--- src/rtl/vsw_ctl_target.sv ---
module vsw_ctl_target #(
  parameter logic [5:0] DEV_HI = 6'b101010
) (
  input  logic       clk,
  input  logic       rst_n,
  input  logic       scl_i,
  input  logic       sda_i,
  output logic       sda_oe,
  input  logic       addr_strap,
  input  logic [2:0] conn_st,
  input  logic       irq_flag,
  output logic [1:0] port_sel,
  output logic       out_en,
  output logic       hp_src,
  output logic       hp_style,
  output logic [2:0] hp_lvl,
  output logic [2:0] term_en,
  output logic       ddc_active,
  output logic [1:0] swing,
  output logic       pullup_en,
  output logic       squelch_en,
  output logic [1:0] preemph,
  output logic [1:0] eq_sel,
  output logic       rd_clr
);
  localparam logic [7:0] R0_RST = 8'h20;
  localparam logic [7:0] R1_RST = 8'hE0;
  localparam logic [7:0] R2_RST = 8'h12;
  localparam logic [7:0] R1_WMSK = 8'hE1;

  typedef enum logic [2:0] {S_IDLE, S_ADDR, S_AACK, S_WDAT, S_WACK, S_RDAT, S_RACK} st_t;

  st_t        st;
  logic [2:0] scl_p, sda_p;
  logic [7:0] shreg, r0, r1, r2, cur_byte;
  logic [3:0] bitcnt;
  logic [1:0] ptr, rd_idx;
  logic       rw, first, mack;

  wire scl_rise  = scl_p[1] & ~scl_p[2];
  wire scl_fall  = ~scl_p[1] & scl_p[2];
  wire start_det = scl_p[1] & scl_p[2] & sda_p[2] & ~sda_p[1];
  wire stop_det  = scl_p[1] & scl_p[2] & ~sda_p[2] & sda_p[1];
  wire addr_hit  = (shreg[7:1] == {DEV_HI, addr_strap});

  function automatic logic [1:0] step(input logic [1:0] p);
    return (p == 2'd2) ? 2'd0 : p + 2'd1;
  endfunction

  always_comb begin
    case (ptr)
      2'd0:    cur_byte = r0;
      2'd1:    cur_byte = r1 | {3'b000, conn_st[2], conn_st[1], conn_st[0], irq_flag, 1'b0};
      default: cur_byte = r2;
    endcase
  end

  always_ff @(posedge clk or negedge rst_n) begin
    if (!rst_n) begin
      scl_p <= 3'b111;
      sda_p <= 3'b111;
    end else begin
      scl_p <= {scl_p[1:0], scl_i};
      sda_p <= {sda_p[1:0], sda_i};
    end
  end

  always_ff @(posedge clk or negedge rst_n) begin
    if (!rst_n) begin
      st <= S_IDLE; shreg <= '0; bitcnt <= '0; ptr <= '0; rd_idx <= '0;
      rw <= 1'b0; first <= 1'b0; mack <= 1'b0; sda_oe <= 1'b0; rd_clr <= 1'b0;
      r0 <= R0_RST; r1 <= R1_RST; r2 <= R2_RST;
    end else begin
      rd_clr <= 1'b0;
      if (start_det) begin
        st <= S_ADDR; bitcnt <= '0; sda_oe <= 1'b0;
      end else if (stop_det) begin
        st <= S_IDLE; sda_oe <= 1'b0;
      end else begin
        case (st)
          S_ADDR, S_WDAT: begin
            if (scl_rise) begin
              shreg  <= {shreg[6:0], sda_p[1]};
              bitcnt <= bitcnt + 4'd1;
            end else if (scl_fall && bitcnt == 4'd8) begin
              if (st == S_ADDR) begin
                if (addr_hit) begin
                  rw <= shreg[0]; sda_oe <= 1'b1; st <= S_AACK;
                end else st <= S_IDLE;
              end else begin
                sda_oe <= 1'b1; st <= S_WACK;
                if (first) begin
                  first <= 1'b0;
                  ptr   <= (shreg[1:0] == 2'd3) ? 2'd0 : shreg[1:0];
                end else begin
                  case (ptr)
                    2'd0:    r0 <= shreg;
                    2'd1:    r1 <= shreg & R1_WMSK;
                    default: r2 <= shreg;
                  endcase
                  ptr <= step(ptr);
                end
              end
            end
          end
          S_AACK, S_RACK: begin
            if (scl_rise && st == S_RACK) begin
              mack <= ~sda_p[1];
              if (!sda_p[1] && rd_idx == 2'd1) rd_clr <= 1'b1;
            end else if (scl_fall) begin
              bitcnt <= '0;
              if ((st == S_AACK && rw) || (st == S_RACK && mack)) begin
                shreg <= cur_byte; rd_idx <= ptr; ptr <= step(ptr);
                sda_oe <= ~cur_byte[7]; st <= S_RDAT;
              end else if (st == S_AACK) begin
                sda_oe <= 1'b0; first <= 1'b1; st <= S_WDAT;
              end else begin
                sda_oe <= 1'b0; st <= S_IDLE;
              end
            end
          end
          S_WACK: if (scl_fall) begin
            sda_oe <= 1'b0; bitcnt <= '0; st <= S_WDAT;
          end
          S_RDAT: begin
            if (scl_rise) bitcnt <= bitcnt + 4'd1;
            else if (scl_fall) begin
              if (bitcnt == 4'd8) begin
                sda_oe <= 1'b0; st <= S_RACK;
              end else begin
                shreg <= {shreg[6:0], 1'b0}; sda_oe <= ~shreg[6];
              end
            end
          end
          default: st <= S_IDLE;
        endcase
      end
    end
  end

  assign port_sel   = r0[7:6];
  assign out_en     = r0[5];
  assign hp_src     = r0[4];
  assign hp_style   = r0[3];
  assign hp_lvl     = r0[2:0];
  assign term_en    = r1[7:5];
  assign ddc_active = r1[0];
  assign swing      = r2[7:6];
  assign pullup_en  = r2[5];
  assign squelch_en = r2[4];
  assign preemph    = r2[3:2];
  assign eq_sel     = r2[1:0];


  rd_clr_single_chk: assert property (@(posedge clk) disable iff (!rst_n) rd_clr |=> !rd_clr);

  rd_clr_source_chk: assert property (@(posedge clk) disable iff (!rst_n)
    rd_clr |-> (st == S_RACK) && (rd_idx == 2'd1) && mack);

  sda_take_low_chk: assert property (@(posedge clk) disable iff (!rst_n)
    $rose(sda_oe) |-> !$past(scl_p[1]));

  stop_release_chk: assert property (@(posedge clk) disable iff (!rst_n)
    stop_det |=> !sda_oe && st == S_IDLE);

  addr_miss_chk: assert property (@(posedge clk) disable iff (!rst_n)
    (st == S_ADDR && !start_det && !stop_det && scl_fall && bitcnt == 4'd8 && !addr_hit) |=> !sda_oe);
endmodule

--- config.mk ---
export PLATFORM = sky130hd
export DESIGN_NAME = vsw_ctl_target
export DESIGN_NICKNAME = d
export VERILOG_FILES = /design/src/rtl/vsw_ctl_target.sv
export SDC_FILE = /design/constraint.sdc
export NUM_CORES = 1
export LEC_CHECK = 0
export ABC_CLOCK_PERIOD_IN_PS = 2500
export BUFFER_PORTS_ARGS = -buffer_cell sky130_fd_sc_hd__buf_4
export CORE_ASPECT_RATIO = 0.7
export CORE_UTILIZATION = 50
export CTS_CLUSTER_SIZE = 28
export DETAILED_ROUTE_END_ITERATION = 8
export HOLD_SLACK_MARGIN = 0.1
export PLACE_DENSITY_LB_ADDON = 0.25
export SYNTH_ARGS = -nofsm -noshare
export SYNTH_HDL_FRONTEND = slang
export SYNTH_SLANG_ARGS = --single-unit
--- constraint.sdc ---
create_clock -name clk -period 2.5 [get_ports clk]
set_input_delay 0.125 -clock clk [delete_from_list [all_inputs] [get_ports clk]]
set_output_delay 0.125 -clock clk [all_outputs]
set_load 0.03 [all_outputs]
* Yosys cells after proc, flatten, opt, wreduce, memory -nomap -nowiden
Cells that the tools add are included.
** Word-level totals
- Flip-flop bits (word level) :: 50
- Input bits :: 9
- Output and inout bits :: 22
- Word-level logic and storage cells :: 169
** Operators by class
- Add/sub/neg operators :: 2
- Eq/ne operators :: 36
- Multiplexer cells :: 67
- Bitwise operators :: 21
- Reductions and logical operators :: 28
** Operator list (number)
- $mux W8 :: 7
- $mux W3 :: 12
- $ne A4 B4 Y1 const B :: 8
- $reduce_and A8 Y1 :: 4
- $ne A2 B2 Y1 const B :: 13
- $mux W1 :: 25
- $pmux W8 S3 :: 1
- $mux W2 :: 11
- $mux W4 :: 5
- $reduce_and A10 Y1 :: 2
- $reduce_and A9 Y1 :: 2
- $pmux W8 S2 :: 1
- $not A1 Y1 :: 13
- $pmux W3 S4 :: 1
- $pmux W4 S3 :: 1
- $eq A3 B3 Y1 const B :: 3
- $or A8 B5 Y8 :: 1
- $reduce_and A4 Y1 :: 2
- $and A1 B1 Y1 :: 7
- $eq A7 B7 Y1 :: 1
- $reduce_and A7 Y1 :: 1
- $eq A3 B2 Y1 const B :: 2
- $reduce_and A6 Y1 :: 1
- $reduce_bool A6 Y1 :: 1
- 21 further kinds :: 29

* Depth between registers and ports, before layout
- Depth after elaboration :: 9
- Depth in mapped cells :: 8
- Depth with buffers taken out :: 7

* Least setup slack after synthesis
Ideal clock, no wire load.
- Path kind :: register to register
- From :: reg bitcnt[0]
- To :: reg r2[0]
- Library setup time :: 125 ps
- Arrival time :: 1839 ps
- Required time :: 2375 ps
- Slack :: 536 ps
- Cell stages (with the launch flop) :: 9
- Buffers on the path :: 1
- Clock period less this slack :: 1964 ps
- Cells stage by stage :: dfrtp_1 inv_1 ha_1 and3b_1 nand3_1 nor3b_1 o211a_1 buf_2 mux2_2
** On the way
- Word-level cells in the longest chain between the ends :: 3
** Ends and longest elaborated chain
- start, declared :: line 36 : logic [3:0] bitcnt;
- start signal, assigned :: line 84 : bitcnt <= bitcnt + 4'd1;
- start signal, assigned :: line 126 : if (scl_rise) bitcnt <= bitcnt + 4'd1;
- $eq A4 B4 Y1 :: line 85 : end else if (scl_fall && bitcnt == 4'd8) begin
- $logic_and A1 B1 Y1 :: line 85
- $reduce_and A8 Y1 (no line)
- end signal, assigned :: line 99 : default: r2 <= shreg;
- end, declared :: line 35 : logic [7:0] shreg, r0, r1, r2, cur_byte;
No other way between the ends.
A chain may end at the register's enable or synchronous reset.

* Final worst setup path
- From :: reg bitcnt[1]
- To :: reg r2[6]
Same word-level chain as after synthesis.

==> reports/metrics.yaml <==
power:
  pwr-share-comb: 0.075
  switching_share: 0.243
  p_leak_nw: 1.42
  switchingPower_mw: 0.388
  p_total_mw: 1.60
  pwr-share-clk: 0.365
  seqPwrFrac: 0.560
  intPower_mw: 1.21
  ir_drop_uv: 318
  p_per_area_mw_per_mm2: 526
worst_setup_path:
  cpPeakStageDelay_ns: 0.42
  timing.rr.start: "bitcnt[1]"
  worst_setup_path_end_kind: "flip-flop"
  r2r_slack_ns: 0.24
  worstSetupStartpoint: "bitcnt[1]"
  critical_path_class: "reg2reg"
  slowest_stage: "o211a_1"
  worstPathRequired_ns: 2.70
  crit_path_start_kind: "flip-flop"
  worstReg2RegEnd: "r2[6]"
  cp.arrival_ns: 2.46
  path_max_fanout: 8
  r2r_cells: 7
  cp-endpoint: "r2[6]"
  cp_cell_sequence: "inv_1 > ha_1 > and3b_1 > nand3_1 > nor3b_1 > o211a_1 > mux2_2"
synthesis:
  async_flop_share: 1.00
  yosys_warnings: 0
  synthFlopType: "dfrtp_1"
  ys_ff_latch: 50
  syn_nets: 247
  synth_cell_types: 51
  yosysSeqAreaShare: 0.482
  synth_area_per_cell_sq_um: 11.1
  synth_edf_count: 0
  synthCells: 236
  mappedNetlistArea_sq_mm: 0.00263
timing:
  hold_viol: 0
  setup_tns_ns: 0
  holdWs_ns: 0.358
  worst_slew_pin_slew_ns: 0.671
  period_needed_ns: 2.26
  maxSlewViolCount: 0
  fin_crit_sh: 0.905
  fmax_mhz: 442
  setup_viol: 0
  skew_ns: 0.0116
  slew_headroom: 0.552
  rsz0062_at_grt: "false"
layout:
  final_common_cell: "dfrtp_1"
  n_fill_cell: 413
  diodes: 0
  drive_above_1_share: 0.352
  final_cell_mix: "dfrtp_1, buf_4, mux2_2"
  area_growth_pct: 15.5
  stdcell_count: 336
  finalCoreUtilization: 0.618
  fin_nets: 277
die:
  die_area_sq_mm: 0.00555
  io_pins: 31
  initial_core_util: 0.535
  die_w_um: 88.6
  fp-row-count: 21
  die_h_um: 62.6
  core_sq_mm: 0.00491
clock_network:
  clk_pin_slew_ns: 0.09
  cts_made_buffers: 5
  cts.sinks: 50
  cts_tree: "built"
  cts_root_buf: "clkbuf_8"
  htreeDepth: 2
  cts_setup_buffers: 0
  clock_latency_ns: 0.31
  clk_path_buf_depth: 2
drt:
  ant_nets: 0
  vias: 1882
  firstDrtPassIters: 4
  drcViolationCount: 0
  via_per_inst: 5.60
  wl_per_cell_um: 16.2
  drtIter0Drc: 121
  drt_wl_total_um: 5460
run:
  maxCapViolations: 0
placed_design:
  port_buffers: 30
  place.gp.congestion: 0.858
  hpwl_um: 3860
  dp_cells: 325
global_route:
  grt_pass1_wl_um: 9360
  grt-ovfl-total: 0
  antenna_found_initial: 0
  grt_pass1_vias: 1826
  grt_start_max_net_pins: 51
  track_usage: 0.227
run_status:
  status: "finished, final reports clean"
min_path:
  min_delay_path_depth: 0
  hold_class: "reg2reg"
[worst min path at each step]
stage	start	endpoint	slack [ns]
6_report	sda_p[0]	sda_p[1]	0.36
5_1_grt	sda_p[0]	sda_p[1]	0.36
4_1_cts	scl_p[0]	scl_p[1]	0.36
3_5_place_dp	rst_n	r0[1]	0.18
3_3_place_gp	rst_n	r0[1]	0.18
2_1_floorplan	rst_n	bitcnt[0]	-0.17
[timing repair]
action                                  4_1_cts  5_1_grt
hold endpoints to repair                     40        0
endpoints found under the setup margin        0       14
gates resized for setup                       0        1
hold buffers                                  3        0
[cell families after synthesis]
group / count (synthesis) / synth area share
adder cells (fa/ha/maj): 2 / 0.00953
multiplexers: 45 / 0.200
AO/OA/AOI/OAI: 44 / 0.107
flip-flops: 50 / 0.482
buffers and inverters: 17 / 0.0310
AND/OR/NAND/NOR: 73 / 0.154
XOR/XNOR: 5 / 0.0167
[cells in the mapped netlist (all sizes together) (2+ instances only)]
library cell | count | area (sq um)
a21oi | 14 | 70.1
o31ai | 2 | 15.0
nor2 | 19 | 71.3
nand2 | 16 | 60.1
a22oi | 2 | 20.0
and2b | 2 | 15.0
nand2b | 4 | 32.5
o21ai | 12 | 60.1
ha | 2 | 25.0
and3 | 3 | 18.8
mux2i | 10 | 100
inv | 5 | 18.8
dfrtp | 38 | 951
nor3 | 3 | 15.0
mux2 | 35 | 424
xor2 | 4 | 35.0
nand3b | 2 | 15.0
clkbuf | 5 | 18.8
nor2b | 2 | 12.5
nand3 | 4 | 20.0
buf | 7 | 43.8
nor4b | 2 | 23.8
and3b | 2 | 17.5
and2 | 2 | 12.5
a31oi | 2 | 12.5
or3 | 4 | 25.0
nor3b | 4 | 30.0
dfstp | 12 | 315
o22ai | 3 | 25.0
[power by group through the flow]
stage	sequential [mW]	clock, mW	combinational (mW)
after floorplan	0.889	0	0.0804
after global placement	0.905	0	0.114
after detailed placement	0.908	0	0.116
after CTS	0.893	0.595	0.121
after global routing	0.901	0.633	0.135
final	0.894	0.583	0.120
[stage by stage]
stage / worst slack [ns] / area [sq um]
4_1_cts: 0.202 / 3030
3_3_place_gp: 0.404 / 2890
3_5_place_dp: 0.217 / 2890
5_1_grt: 0.0118 / 3030
2_1_floorplan: 0.536 / 2630
6_report: 0.237 / 3030
[cell type report]
class | instances | area, sq um | area share
Clock inverter | 3 | 43.8 | 0.0144
Sequential cell | 50 | 1270 | 0.418
Timing Repair Buffer | 35 | 270 | 0.0891
Tap cell | 69 | 86.3 | 0.0285
Multi-Input combinational cell | 169 | 1280 | 0.421
Inverter | 5 | 18.8 | 0.00619
Clock buffer | 5 | 68.8 | 0.0227
[registers in the layout, indices dropped and copies added (netlist names)]
name	flops
mack	1
r1	4
sda_oe	1
st	3
first	1
rw	1
rd_clr	1
r2	8
sda_p	3
ptr	2
r0	8
scl_p	3
bitcnt	4
shreg	8
rd_idx	2
[critical path: cells and delay by family, from the launching register on]
kind	cells	cell delay, ns
and+or+nand+nor	3	0.74
AOI/OAI and AO/OA	1	0.42
DFF	1	0.40
muxes	1	0.38
adders and majority gates	1	0.14
buffers and inverters	1	0.09
[routing by layer]
layer / up-vias / wire (um) / track usage
met3: 7 / 325 / 0.0449
li1: 912 / - / -
met1: 917 / 2820 / 0.371
met5: - / 0 / 0
met2: 46 / 2260 / 0.303
met4: 0 / 57 / 0.0544
(Power assumes the default switching activity.)
